## src/rtl/dacseq_pkg.sv

```systemverilog
`timescale 1ns/1ps
package dacseq_pkg;

  typedef enum logic [1:0] {
    OP_WRITE = 2'd0,
    OP_LOAD  = 2'd1,
    OP_CLEAR = 2'd2,
    OP_DUAL  = 2'd3
  } op_e;

  typedef enum logic [3:0] {
    PH_IDLE,
    PH_WR_CS,
    PH_WR_HOLD,
    PH_LD_GAP,
    PH_LD_LOW,
    PH_LD_HOLD,
    PH_CL_PRE,
    PH_CL_LOW,
    PH_SETTLE
  } phase_e;

  // ceiling of ns / clk_ns, never below one cycle
  function automatic int ns_to_cyc(input int ns, input int clk_ns);
    int c;
    c = (ns + clk_ns - 1) / clk_ns;
    if (c < 1) c = 1;
    return c;
  endfunction

  function automatic int max3(input int a, input int b, input int c);
    int m;
    m = (a > b) ? a : b;
    return (m > c) ? m : c;
  endfunction

endpackage

```

## src/rtl/dacseq_timer.sv

```systemverilog
`timescale 1ns/1ps
module dacseq_timer #(
  parameter int W = 16
) (
  input  logic         clk,
  input  logic         rst,
  input  logic         load,
  input  logic [W-1:0] load_val,
  output logic         expired
);
  logic [W-1:0] cnt_q;

  always_ff @(posedge clk) begin
    if (rst)              cnt_q <= '0;
    else if (load)        cnt_q <= load_val;
    else if (cnt_q != '0) cnt_q <= cnt_q - 1'b1;
  end

  assign expired = (cnt_q == '0);
endmodule

```

## src/rtl/dacseq_ctrl.sv

```systemverilog
`timescale 1ns/1ps
module dacseq_ctrl
  import dacseq_pkg::*;
#(
  parameter int DATA_W   = 12,
  parameter int SETTLE_W = 16,
  parameter int TMR_W    = 16,
  parameter int CS_CYC   = 3,
  parameter int DH_CYC   = 1,
  parameter int LS_CYC   = 2,
  parameter int LDW_CYC  = 2,
  parameter int LH_CYC   = 1,
  parameter int CLW_CYC  = 3
) (
  input  logic                clk,
  input  logic                rst,
  input  logic                req_valid,
  input  op_e                 req_op,
  input  logic                req_chan,
  input  logic [DATA_W-1:0]   req_data,
  input  logic [DATA_W-1:0]   req_data_b,
  input  logic [1:0]          req_mask,
  input  logic                req_preset,
  input  logic                settle_en,
  input  logic [SETTLE_W-1:0] settle_cycles,
  input  logic                tmr_expired,
  output logic                tmr_load,
  output logic [TMR_W-1:0]    tmr_val,
  output phase_e              phase_n,
  output logic                wr_load,
  output logic                wr_chan,
  output logic [DATA_W-1:0]   wr_data,
  output logic [1:0]          mask_q,
  output logic                half_load,
  output logic                half_val,
  output logic                busy,
  output logic                done
);
  phase_e              phase_q;
  op_e                 op_q;
  logic                second_q, second_n;
  logic                chan_q;
  logic [DATA_W-1:0]   code_a_q, code_b_q;
  logic                settle_q;
  logic [SETTLE_W-1:0] settle_len_q;
  logic                accept, finish;

  // phase sequencing
  always_comb begin
    phase_n   = phase_q;
    second_n  = second_q;
    accept    = 1'b0;
    finish    = 1'b0;
    wr_load   = 1'b0;
    wr_chan   = chan_q;
    wr_data   = code_a_q;
    half_load = 1'b0;
    half_val  = req_preset;
    unique case (phase_q)
      PH_IDLE: begin
        if (req_valid) begin
          accept = 1'b1;
          unique case (req_op)
            OP_WRITE: begin
              phase_n = PH_WR_CS;
              wr_load = 1'b1;
              wr_chan = req_chan;
              wr_data = req_data;
            end
            OP_DUAL: begin
              phase_n  = PH_WR_CS;
              wr_load  = 1'b1;
              wr_chan  = 1'b0;
              wr_data  = req_data;
              second_n = 1'b0;
            end
            OP_LOAD:  phase_n = PH_LD_GAP;
            OP_CLEAR: begin
              phase_n   = PH_CL_PRE;
              half_load = 1'b1;
            end
            default: phase_n = PH_IDLE;
          endcase
        end
      end
      PH_WR_CS: if (tmr_expired) phase_n = PH_WR_HOLD;
      PH_WR_HOLD: begin
        if (tmr_expired) begin
          if (op_q == OP_DUAL && !second_q) begin
            phase_n  = PH_WR_CS;
            wr_load  = 1'b1;
            wr_chan  = 1'b1;
            wr_data  = code_b_q;
            second_n = 1'b1;
          end else if (op_q == OP_DUAL) begin
            phase_n = PH_LD_GAP;
          end else begin
            finish  = 1'b1;
            phase_n = PH_IDLE;
          end
        end
      end
      PH_LD_GAP: if (tmr_expired) phase_n = PH_LD_LOW;
      PH_LD_LOW: if (tmr_expired) phase_n = PH_LD_HOLD;
      PH_LD_HOLD, PH_CL_LOW: begin
        if (tmr_expired) begin
          if (settle_q) phase_n = PH_SETTLE;
          else begin
            finish  = 1'b1;
            phase_n = PH_IDLE;
          end
        end
      end
      PH_CL_PRE: if (tmr_expired) phase_n = PH_CL_LOW;
      PH_SETTLE: begin
        if (tmr_expired) begin
          finish  = 1'b1;
          phase_n = PH_IDLE;
        end
      end
      default: phase_n = PH_IDLE;
    endcase
  end

  // timer reload on every phase change, length chosen by the phase entered
  always_comb begin
    tmr_load = (phase_n != phase_q) || wr_load;
    unique case (phase_n)
      PH_WR_CS:   tmr_val = TMR_W'(CS_CYC - 1);
      PH_WR_HOLD: tmr_val = TMR_W'(DH_CYC - 1);
      PH_LD_GAP:  tmr_val = TMR_W'(LS_CYC - 1);
      PH_LD_LOW:  tmr_val = TMR_W'(LDW_CYC - 1);
      PH_LD_HOLD: tmr_val = TMR_W'(LH_CYC - 1);
      PH_CL_LOW:  tmr_val = TMR_W'(CLW_CYC - 1);
      PH_SETTLE:  tmr_val = TMR_W'(settle_len_q - 1'b1);
      default:    tmr_val = '0;
    endcase
  end

  always_ff @(posedge clk) begin
    if (rst) begin
      phase_q      <= PH_IDLE;
      op_q         <= OP_WRITE;
      second_q     <= 1'b0;
      chan_q       <= 1'b0;
      code_a_q     <= '0;
      code_b_q     <= '0;
      mask_q       <= 2'b00;
      settle_q     <= 1'b0;
      settle_len_q <= '0;
      busy         <= 1'b0;
      done         <= 1'b0;
    end else begin
      phase_q  <= phase_n;
      second_q <= second_n;
      done     <= finish;
      if (accept)      busy <= 1'b1;
      else if (finish) busy <= 1'b0;
      if (accept) begin
        op_q         <= req_op;
        chan_q       <= req_chan;
        code_a_q     <= req_data;
        code_b_q     <= req_data_b;
        mask_q       <= (req_op == OP_DUAL) ? 2'b11 : req_mask;
        settle_q     <= settle_en && (settle_cycles != '0);
        settle_len_q <= settle_cycles;
      end
    end
  end
endmodule

```

## src/rtl/dacseq_busreg.sv

```systemverilog
`timescale 1ns/1ps
module dacseq_busreg
  import dacseq_pkg::*;
#(
  parameter int DATA_W = 12,
  parameter int NCH    = 2
) (
  input  logic              clk,
  input  logic              rst,
  input  phase_e            phase_n,
  input  logic              wr_load,
  input  logic              wr_chan,
  input  logic [DATA_W-1:0] wr_data,
  input  logic [NCH-1:0]    mask,
  input  logic              half_load,
  input  logic              half_val,
  output logic              cs_n,
  output logic              chan,
  output logic [DATA_W-1:0] data,
  output logic [NCH-1:0]    load_n,
  output logic              clr_n,
  output logic              half
);
  always_ff @(posedge clk) begin
    if (rst) begin
      cs_n  <= 1'b1;
      chan  <= 1'b0;
      data  <= '0;
      clr_n <= 1'b1;
      half  <= 1'b0;
    end else begin
      cs_n  <= (phase_n != PH_WR_CS);
      clr_n <= (phase_n != PH_CL_LOW);
      if (wr_load) begin
        chan <= wr_chan;
        data <= wr_data;
      end
      if (half_load) half <= half_val;
    end
  end

  for (genvar ch = 0; ch < NCH; ch++) begin : g_strobe
    always_ff @(posedge clk) begin
      if (rst) load_n[ch] <= 1'b1;
      else     load_n[ch] <= !((phase_n == PH_LD_LOW) && mask[ch]);
    end
  end
endmodule

```

## src/rtl/dacbus_seq.sv

```systemverilog
`timescale 1ns/1ps
module dacbus_seq
  import dacseq_pkg::*;
#(
  parameter int DATA_W    = 12,
  parameter int SETTLE_W  = 16,
  parameter int CLK_NS    = 10,
  parameter int T_CSW_NS  = 30,
  parameter int T_CHS_NS  = 30,
  parameter int T_DS_NS   = 30,
  parameter int T_DH_NS   = 10,
  parameter int T_LS_NS   = 20,
  parameter int T_LDW_NS  = 20,
  parameter int T_LH_NS   = 10,
  parameter int T_CLW_NS  = 30
) (
  input  logic                clk,
  input  logic                rst,
  input  logic                req_valid,
  input  logic [1:0]          req_op,
  input  logic                req_chan,
  input  logic [DATA_W-1:0]   req_data,
  input  logic [DATA_W-1:0]   req_data_b,
  input  logic [1:0]          req_mask,
  input  logic                req_preset,
  input  logic                settle_en,
  input  logic [SETTLE_W-1:0] settle_cycles,
  output logic                busy,
  output logic                done,
  output logic                dac_cs_n,
  output logic                dac_chan,
  output logic [DATA_W-1:0]   dac_data,
  output logic                dac_load_a_n,
  output logic                dac_load_b_n,
  output logic                dac_clr_n,
  output logic                dac_half
);
  localparam int NCH     = 2;
  localparam int CS_CYC  = max3(ns_to_cyc(T_CSW_NS, CLK_NS),
                                ns_to_cyc(T_CHS_NS, CLK_NS),
                                ns_to_cyc(T_DS_NS, CLK_NS));
  localparam int DH_CYC  = ns_to_cyc(T_DH_NS, CLK_NS);
  localparam int LS_CYC  = ns_to_cyc(T_LS_NS, CLK_NS);
  localparam int LDW_CYC = ns_to_cyc(T_LDW_NS, CLK_NS);
  localparam int LH_CYC  = ns_to_cyc(T_LH_NS, CLK_NS);
  localparam int CLW_CYC = ns_to_cyc(T_CLW_NS, CLK_NS);
  localparam int TMR_W   = (SETTLE_W > 8) ? SETTLE_W : 8;

  logic              tmr_load, tmr_expired;
  logic [TMR_W-1:0]  tmr_val;
  phase_e            phase_n;
  logic              wr_load, wr_chan, half_load, half_val;
  logic [DATA_W-1:0] wr_data;
  logic [NCH-1:0]    mask_q, load_n;

  dacseq_ctrl #(
    .DATA_W(DATA_W), .SETTLE_W(SETTLE_W), .TMR_W(TMR_W),
    .CS_CYC(CS_CYC), .DH_CYC(DH_CYC), .LS_CYC(LS_CYC),
    .LDW_CYC(LDW_CYC), .LH_CYC(LH_CYC), .CLW_CYC(CLW_CYC)
  ) u_ctrl (
    .clk(clk), .rst(rst),
    .req_valid(req_valid), .req_op(op_e'(req_op)), .req_chan(req_chan),
    .req_data(req_data), .req_data_b(req_data_b), .req_mask(req_mask),
    .req_preset(req_preset), .settle_en(settle_en), .settle_cycles(settle_cycles),
    .tmr_expired(tmr_expired), .tmr_load(tmr_load), .tmr_val(tmr_val),
    .phase_n(phase_n), .wr_load(wr_load), .wr_chan(wr_chan), .wr_data(wr_data),
    .mask_q(mask_q), .half_load(half_load), .half_val(half_val),
    .busy(busy), .done(done)
  );

  dacseq_timer #(.W(TMR_W)) u_timer (
    .clk(clk), .rst(rst), .load(tmr_load), .load_val(tmr_val),
    .expired(tmr_expired)
  );

  dacseq_busreg #(.DATA_W(DATA_W), .NCH(NCH)) u_bus (
    .clk(clk), .rst(rst), .phase_n(phase_n),
    .wr_load(wr_load), .wr_chan(wr_chan), .wr_data(wr_data),
    .mask(mask_q), .half_load(half_load), .half_val(half_val),
    .cs_n(dac_cs_n), .chan(dac_chan), .data(dac_data),
    .load_n(load_n), .clr_n(dac_clr_n), .half(dac_half)
  );

  assign dac_load_a_n = load_n[0];
  assign dac_load_b_n = load_n[1];
endmodule

```

## config.mk

```make
export PLATFORM = sky130hd
export DESIGN_NAME = dacbus_seq
export DESIGN_NICKNAME = d
export VERILOG_FILES = /design/src/rtl/dacseq_pkg.sv /design/src/rtl/dacseq_timer.sv /design/src/rtl/dacseq_ctrl.sv /design/src/rtl/dacseq_busreg.sv /design/src/rtl/dacbus_seq.sv
export SDC_FILE = /design/constraint.sdc
export NUM_CORES = 1
export LEC_CHECK = 0
export ABC_AREA = 1
export BUFFER_PORTS_ARGS = -buffer_cell sky130_fd_sc_hd__buf_4
export CAP_MARGIN = 10
export CORE_MARGIN = 1
export CORE_UTILIZATION = 55
export CTS_BUF_LIST = sky130_fd_sc_hd__clkbuf_2
export DETAILED_ROUTE_END_ITERATION = 6
export PLACE_DENSITY_LB_ADDON = 0.25
export SYNTH_ARGS = -nofsm -noshare
export SYNTH_HDL_FRONTEND = slang
export SYNTH_SLANG_ARGS = --single-unit
```

## constraint.sdc

```tcl
create_clock -name clk -period 2.9 [get_ports clk]
set_input_delay 0.29 -clock clk [delete_from_list [all_inputs] [get_ports clk]]
set_output_delay 0.29 -clock clk [all_outputs]
set_load 0.005 [all_outputs]
```

# Word-level counts from Yosys, hierarchy flattened
# Index checks and enable logic that the tools add are counted.
# totals
ramBits	0
elab_cells	117
latchBits	0
reg_bits	87
inputBits	50
n_memories	0
out_inout_bits	20
rom_bits	0
# classes
shifts	0
mul	0
eq_ne	24
muxes	51
n_div	0
add_sub_neg	2
magnitude_cmp	0
reduce_logical	21
bitwise_logic	0
# ops
cell	count
two-way mux 12 bit	4
case mux 16 bit (3 select lines)	1
two-way mux 4 bit	10
two-way mux 16 bit	2
case mux 4 bit (8 select lines)	1
nonzero test 16 bit	2
subtractor 16 x 1 -> 16 bit, second input constant	2
equality test 4 x 3 -> 1 bit, second input constant	6
two-way mux 1 bit	24
case mux 12 bit (2 select lines)	1
zero test 16 bit	1
equality test 4 x 2 -> 1 bit, second input constant	3
case mux 4 bit (3 select lines)	1
equality test 4 x 1 -> 1 bit, second input constant	2
equality test 4 bit, second input constant	2
case mux 1 bit (2 select lines)	4
OR reduction 2 bit	4
equality test 2 bit, second input constant	3
nonzero test 2 bit	3
AND reduction 5 bit	1
logical AND 1 bit	4
zero test 4 bit	1
two-way mux 2 bit	2
inequality test 2 x 1 -> 1 bit, second input constant	2
9 further kinds	12

# Longest topological paths before layout
# Gate-level depths: netlist of run 1.
# depth
depth_word	9
depth_mapped	15
depth_no_buf	15

# Hierarchy
# From an unflattened synthesis of run 1, not the netlist that was laid out.
# unflattened
cells_unflattened	718
area_unflattened_um2	4865.9
# by_module_without_submodules
mod	cells_per_inst	seq_area_each_um2	instances	area_each_um2
dacseq_ctrl	431	1061.0	1	2984.1
dacseq_timer	178	320.3	1	1128.6
dacseq_busreg	109	360.3	1	753.2

# Least setup slack after synthesis of run 1
# OpenSTA, ideal clock, no wires.
# synth_path
path_kind	reg-to-reg
start	reg u_timer.cnt_q[0]
end	reg u_timer.cnt_q[12]
setup_time_ns	0.114
synth_period_minus_slack_ns	1.988
t_required_ns	2.786
path_slack_ns	0.912
stages_incl_launch_ff	15
n_path_buf	0
arrival_time_ns	1.875
path_cell_list	dfxtp_1 inv_1 ha_1 nand2_2 nor2_8 nand3_1 nor2_4 nor2_4 nand3_2 nor2_8 nand2_2 nor2_4 nand2_2 nand2_2 nor2_1
# synth_via
elab_chain_len	7
word_cells_on_any_way	26
classes_between	add/sub (1); eq/ne (6); mux (13); reduce/logical (6)
# synth_lines
item	line_no	source
from (decl)	dacseq_timer.sv:11	logic [W-1:0] cnt_q;
from (signal assigned)	dacseq_timer.sv:15	else if (load) cnt_q <= load_val;
from (signal assigned)	dacseq_timer.sv:16	else if (cnt_q != '0) cnt_q <= cnt_q - 1'b1;
zero test 16 bit	dacseq_timer.sv:19	assign expired = (cnt_q == '0);
two-way mux 4 bit (tied with other cells)	dacseq_ctrl.sv:116	if (tmr_expired) begin
case mux 4 bit (8 select lines)	dacseq_ctrl.sv:59	unique case (phase_q)
equality test 4 x 1 -> 1 bit (tied with other cells)	dacseq_ctrl.sv:128	unique case (phase_n)
OR reduction 2 bit (no line)	-	
case mux 16 bit (3 select lines)	dacseq_ctrl.sv:128	
two-way mux 16 bit	dacseq_timer.sv:15	
# Parallel ways exist; a longest one is shown, timed or not. The select of a mux whose other input is x is not followed.
# A chain may end at the register's enable or synchronous reset.

# Final worst setup path of run 1
# layout_path
start	reg u_timer.cnt_q[0]
end	reg u_timer.cnt_q[14]
# Same word-level chain as after synthesis.

==> impl_metrics.tcl, run 1 <==
set metrics [dict create \
    status "completed" \
    final_area_um2 5440 \
    numCtsBuffers 9 \
    htreeDepth 3 \
    r2r_start "u_timer.cnt_q[0]" \
    worst-r2r-setup-slack_ns 0.46 \
    ys_seq_area_frac 0.375 \
    synth_top_area_frac 0.375 \
    final_nets 785 \
    grt_pass1_vias 4304 \
    drc 0 \
    fmax_mhz 410 \
    yosys_register_bits 82 \
    initial_core_util 0.566 \
    post-dp-hpwl_um 8110 \
    avgSynthCellArea_um2 6.91 \
    grt_remaining_overflow 0 \
    worst-path-max-fanout 10 \
    rsz0062_at_grt "no" \
    grt_use_met2 0.483 \
    switchingPower_w 0.00265 \
    cts_tree "yes" \
    cts_setup_buffers 0 \
    fin_skew_ns 0.0326 \
    drv_cap 0 \
    ys_types 35 \
    grt_usage 0.295 \
    r2r-end "u_timer.cnt_q[14]" \
    ys.flop_type "dfxtp_1" \
    start_kind "flop" \
    clock_latency_ns 0.57 \
    drtPass1Iterations 5 \
    ant_nets 0 \
    grt_max_degree 64 \
    use_met3 0.0444 \
    yosys_warnings 0 \
    pwr-share-clk 0.125 \
    busiest_layer "met2" \
    synth_async_sr_flop_share 0 \
    r2r_cells 14 \
    final_hold_viol_count 0 \
    p_per_area_nw_per_um2 981 \
    arrival_ns 2.91 \
    num_vias 4555 \
    antenna_found_initial 0 \
    power_leakage_nw 2.52 \
    crit_path_end_kind "flop" \
    root_buffer "clkbuf_2" \
    finalSetupTns_ns 0 \
    ir_drop_uv 388 \
    synth_area_leaders "dfxtp_1 (38%), nand2_1 (9.5%), nor2_1 (8.0%), o21ai_0 (7.1%), inv_1 (5.6%)" \
    seq_power_share 0.315 \
    hold_path.class "primary input to flop" \
    insertedDiodeCount 0 \
    setup_viol 0 \
    grt_pass1_wl_um 19700 \
    cts_buffer_depth 2 \
    path_clk_slew_ns 0.25 \
    relSlewSlack 0.535 \
    first_iter_violations 253 \
    synth_area_um2 4380 \
    portBuffers 69 \
    drive_gt1_frac 0.173 \
    slew_violations 0 \
    synth_nets 689 \
    period_share 0.842 \
    swShare 0.497 \
    rows 32 \
    wl_um 11600 \
    tightest_slew_ns 0.696 \
    routed_via_density 5.45 \
    place_area_um2 4970 \
    cp.required_ns 3.37 \
    cts.sinks 82 \
    num-fill-cells 636 \
    finalCriticalPeriod_ns 2.44 \
    fp.dieW_um 91.2 \
    synth_edf_count 0 \
    core_um2 7730 \
    dieArea_um2 8320 \
    cp-endpoint "u_timer.cnt_q[14]" \
    p_comb_frac 0.560 \
    startpoint "u_timer.cnt_q[0]" \
    drt-wirelength-per-cell_um 13.9 \
    grt_use_met1 0.389 \
    yosysMostFrequentCell "nand2_1" \
    hold_path_startpoint "req_mask[1]" \
    fp.dieH_um 91.2 \
    synth_top_cell_by_area "dfxtp_1" \
    yosys-top-cells-count "nand2_1 (111), nor2_1 (93), dfxtp_1 (82)" \
    p_int_w 0.00269 \
    finalWeightedCongestion 0.924 \
    syn-instance-count 633 \
    syn_to_final_growth_pct 24.4 \
    path_class "flop to flop" \
    ioPinCount 70 \
]
## placed cells by master, fill, tap and decap left out, types with 2 or more instances in the layout
master / count
a211oi_1: 3
a21oi_1: 46
a22oi_1: 6
a31oi_1: 12
a32oi_1: 2
buf_4: 76
clkbuf_2: 9
clkinvlp_4: 2
dfxtp_1: 82
dlygate4sd3_1: 35
ha_1: 6
inv_1: 65
inv_2: 5
inv_6: 3
nand2_1: 111
nand2_2: 9
nand2_4: 2
nand3_1: 25
nand4_1: 12
nor2_1: 93
nor2_2: 5
nor2_4: 6
nor2_8: 2
nor3_1: 9
nor4_1: 6
o211ai_1: 9
o21ai_0: 62
o21ai_1: 3
o21bai_1: 2
or2_2: 3
xnor2_1: 2
xor2_1: 14
## final cells by class
cell class	count	area, um^2	area share
multi-input cells	454	2360	0.433
flip-flops and latches	82	1640	0.302
repair buffers	111	921	0.169
inverters	71	267	0.0490
well taps	102	128	0.0234
clock inverters	7	82.6	0.0152
clock buffers	9	45.0	0.00827
## cells by family after synthesis
family,share of synthesized area
AOI/OAI and AO/OA,0.189
xor gates and xnor gates,0.0320
adders and majority gates,0.0172
buffers and inverters,0.0858
DFF,0.375
and+or+nand+nor,0.301
## power groups by stage
stage	combinational (W)	clock [W]	sequential, W
after floorplan	0.00228	0	0.00163
after global placement	0.00289	0	0.00169
after detailed placement	0.00291	0	0.00170
after CTS	0.00297	0.000675	0.00167
after global routing	0.00339	0.000720	0.00171
final	0.00299	0.000667	0.00168
## worst min-delay path by stage
stage	end	slack, ns	depth (start not counted)
finish	u_ctrl.mask_q[1]	0.02	3
global route	u_ctrl.settle_q	0.006	3
CTS	u_ctrl.settle_q	0.0002	3
detailed placement	u_bus.data[0]	0.46	2
global placement	u_bus.data[0]	0.45	2
floorplan	u_ctrl.settle_len_q[15]	0.42	2
## through the flow
| step | util | hold slack (ns) | total power, W | setup slack [ns] | std cells |
|---|---|---|---|---|---|
| finish | 0.705 | 0.0238 | 0.00534 | 0.459 | 836 |
| global route | 0.705 | 0.00636 | 0.00582 | 0.289 | 836 |
| CTS | 0.705 | 0.000207 | 0.00532 | 0.494 | 836 |
| detailed placement | 0.643 | 0.456 | 0.00461 | 0.525 | 785 |
| global placement | 0.643 | 0.448 | 0.00458 | 0.576 | 785 |
| floorplan | - | 0.425 | 0.00391 | 0.912 | 633 |
## registers in the layout, indices dropped and copies added, names as in the netlist, 2 cells and up
signal,count
u_ctrl.settle_len_q,16
u_timer.cnt_q,16
u_bus.data,12
u_ctrl.code_b_q,12
u_ctrl.code_a_q,8
u_ctrl.phase_q,4
u_bus.load_n,2
u_ctrl.mask_q,2
u_ctrl.op_q,2
## per-layer routing
metal,up-vias,share of wire
met2,191,0.46
li1,2278,-
met5,-,0
met3,32,0.071
met1,2054,0.45
met4,0,0.024
## worst max-delay path, cell delays in order, from the launching register on
cell	delay (ns)
dfxtp_1	0.41
inv_1	0.07
ha_1	0.23
nand2_2	0.17
nor2_8	0.09
nand3_1	0.14
nor2_4	0.08
nor2_4	0.21
nand3_2	0.16
nor2_8	0.20
nand2_2	0.09
nor2_4	0.21
nand2_2	0.12
nand2_2	0.12
nor2_1	0.06
## repair_timing
| item | 4_1_cts | 5_1_grt |
|---|---|---|
| endpoints found under the hold margin | 38 | 0 |
| hold buffers | 35 | 0 |
| resized for setup | 0 | 0 |
(Power assumes the default switching activity.)
==> run 2, diff against run 1 <==
--- a/config.mk
+++ b/config.mk
@@ -5,11 +5,11 @@
 export SDC_FILE = /design/constraint.sdc
 export NUM_CORES = 1
 export LEC_CHECK = 0
-export ABC_AREA = 1
+export ABC_AREA = 0
 export BUFFER_PORTS_ARGS = -buffer_cell sky130_fd_sc_hd__buf_4
 export CAP_MARGIN = 10
 export CORE_MARGIN = 1
-export CORE_UTILIZATION = 55
+export CORE_UTILIZATION = 51
 export CTS_BUF_LIST = sky130_fd_sc_hd__clkbuf_2
 export DETAILED_ROUTE_END_ITERATION = 6
 export PLACE_DENSITY_LB_ADDON = 0.25
==> constraint.sdc (replaced) <==
create_clock -name clk -period 2.2 [get_ports clk]
set_input_delay 0.22 -clock clk [delete_from_list [all_inputs] [get_ports clk]]
set_output_delay 0.22 -clock clk [all_outputs]
set_load 0.005 [all_outputs]
==> run 2 against run 1 <==
Worst setup slack lost 0.48 ns. Combinational power grew 24%. Area after synthesis is 16% lower. Clock power increased by 15%. Die area down 9.6%. First-iteration DRC count is 19% higher. Highest routed layer unchanged. Sequential share of layout area fell by 0.91 points. Cell count decreased by 17%. The run now ends with negative setup slack left.
==> impl_metrics.tcl, run 2 <==
set metrics [dict create \
    status "finished with violations" \
    failed_checks "negative setup slack" \
    slew_violations 0 \
    cp.depth 6 \
    place_area_um2 4380 \
    numPlacedInstances 624 \
    hold_path.class "primary input to flop" \
    drt-wirelength-per-cell_um 14.9 \
    start_kind "flop" \
    finalSetupTns_ns -0.0183 \
    mostFrequentLayoutCells "nand2_1 (99), buf_4 (94), dfxtp_1 (71), a21oi_1 (58), dlygate4sd3_1 (47)" \
    hold_depth 5 \
    arrival_ns 2.67 \
    r2r_start "u_timer.cnt_q[11]" \
    ys_types 56 \
    p_per_area_nw_per_um2 1260 \
    hold_end "u_bus.cs_n" \
    tightest_slew_ns 0.768 \
    yosys_warnings 0 \
    grt_pass1_wl_um 16500 \
    grt_max_degree 72 \
    finalCriticalPeriod_ns 2.22 \
    fmax_mhz 451 \
    yosys_register_bits 74 \
    numCtsBuffers 9 \
    finalWeightedCongestion 0.924 \
    power_w 0.00638 \
    insertedDiodeCount 0 \
    path_clk_slew_ns 0.21 \
    syn-instance-count 466 \
    yosys-top-cells-count "nand2_1 (99), dfxtp_1 (74), a21oi_1 (58)" \
    cpPeakStageDelay_ns 0.56 \
    grt_remaining_overflow 0 \
    synth_area_leaders "dfxtp_1 (40%), nand2_1 (10%), a21oi_1 (7.9%), nand3_1 (3.4%), xnor2_1 (3.1%)" \
    dieArea_um2 7520 \
    fp.dieH_um 86.7 \
    num_vias 3833 \
    r2r-end "u_timer.cnt_q[0]" \
    ir_drop_uv 653 \
    fin_util 0.739 \
    worst-path-max-fanout 5 \
    wl_um 10300 \
    synth_edf_count 0 \
    synth_top_cell_by_area "dfxtp_1" \
    clock_latency_ns 0.52 \
    period_share 1.01 \
    grt_usage 0.283 \
    worst-r2r-setup-slack_ns -0.02 \
    cp.required_ns 2.65 \
    timing.final.ws_setup_ns -0.0183 \
    synth_area_um2 3660 \
    avgSynthCellArea_um2 7.86 \
    cts_tree "yes" \
    setup_viol 1 \
    drc 0 \
    rows 30 \
    final_area_um2 5080 \
    crit_family "simple AND/OR/NAND/NOR gates" \
    synth_top_area_frac 0.405 \
    core_um2 6870 \
    layout_commonest_cell "nand2_1" \
    grt_pass1_vias 3568 \
    fin_skew_ns 0.0265 \
    hold_path_startpoint "req_valid" \
    path_cells "or4_4, nor3_4, nand2_1, a211o_1, or3_1, a311oi_2" \
    power_leakage_nw 2.06 \
    ioPinCount 70 \
    synth_nets 522 \
    cts.sinks 74 \
    fp.dieW_um 86.7 \
    final_cells 690 \
    initial_core_util 0.533 \
    yosysMostFrequentCell "nand2_1" \
    slowest_stage "or4_4" \
    syn_to_final_growth_pct 38.7 \
    ant_nets 0 \
    final_hold_viol_count 0 \
    cts_buffer_depth 2 \
    first_iter_violations 302 \
    r2r_cells 6 \
    synth_async_sr_flop_share 0 \
    ys.flop_type "dfxtp_1" \
    drive_gt1_frac 0.241 \
    rsz0062_at_grt "yes" \
    critPathBufInv 0 \
    ys_seq_area_frac 0.405 \
    antenna_found_initial 0 \
    htreeDepth 3 \
    portBuffers 69 \
    reg_top3 "u_ctrl.settle_len_q x16, u_timer.cnt_q x16" \
    post-dp-hpwl_um 6420 \
    drtPass1Iterations 4 \
    crit_path_end_kind "flop" \
    root_buffer "clkbuf_2" \
    relSlewSlack 0.488 \
    path_class "flop to flop" \
    final_nets 645 \
    routed_via_density 5.56 \
    drv_cap 0 \
]
run 2: kinds of logic after synthesis:
kind of cell / count (synthesis) / share of synthesized area
flip-flops: 74 / 0.405
XOR/XNOR: 26 / 0.0622
adder cells (fa/ha/maj): 6 / 0.0205
AO/OA/AOI/OAI: 92 / 0.162
AND/OR/NAND/NOR: 226 / 0.301
multiplexers: 1 / 0.00273
buffers and inverters: 41 / 0.0465
run 2: final cells by class:
| class | count | area (um^2) |
|---|---|---|
| well taps | 96 | 120 |
| inverters | 9 | 33.8 |
| clock buffers | 9 | 45.0 |
| flip-flops and latches | 74 | 1490 |
| clock inverters | 7 | 67.6 |
| multi-input cells | 351 | 2110 |
| fillers | 487 | 1790 |
| repair buffers | 144 | 1220 |
run 2: what timing repair did:
action	in CTS	in global routing
hold buffers	47	0
setup endpoints to repair	1	29
setup buffers	3	0
pin swaps	5	2
gates resized for setup	10	10
endpoints found under the hold margin	47	0
gates cloned	0	0
run 2: power breakdown:
part	internal (W)	switching (W)
Sequential	0.00162	0.000288
Clock	0.000261	0.000507
Combinational	0.00181	0.00189
Total	0.00369	0.00268
run 2: how the worst max path moves through the flow:
stage          slack (ns)          endpoint               from
2_1_floorplan        0.01  u_timer.cnt_q[0]   u_timer.cnt_q[0]
3_3_place_gp         0.08  u_timer.cnt_q[0]   u_timer.cnt_q[0]
3_5_place_dp        -0.04  u_timer.cnt_q[0]   u_timer.cnt_q[0]
4_1_cts             0.003  u_timer.cnt_q[0]   u_timer.cnt_q[1]
5_1_grt             -0.14  u_timer.cnt_q[0]  u_timer.cnt_q[11]
6_report            -0.02  u_timer.cnt_q[0]  u_timer.cnt_q[11]
run 2: stage by stage:
stage                     worst slack, ns  hold slack [ns]
after floorplan                    0.0112            0.303
after CTS                         0.00327            0.188
after global routing               -0.138            0.189
after global placement             0.0802            0.366
final                             -0.0183            0.205
after detailed placement          -0.0364            0.371
run 2: metal layers:
| metal | global-route usage | up-vias | routed length [um] |
|---|---|---|---|
| met4 | 0.0939 | 0 | 178 |
| met1 | 0.365 | 1808 | 4530 |
| met3 | 0.0581 | 20 | 539 |
| li1 | - | 1872 | - |
| met2 | 0.474 | 133 | 5060 |
| met5 | 0 | - | 0 |
run 2: worst register-to-register path, stage by stage (launching register included):
cell and delay, ns:
dfxtp_2 0.40, or4_4 0.56, nor3_4 0.19, nand2_1 0.10
a211o_1 0.32, or3_1 0.34, a311oi_2 0.23
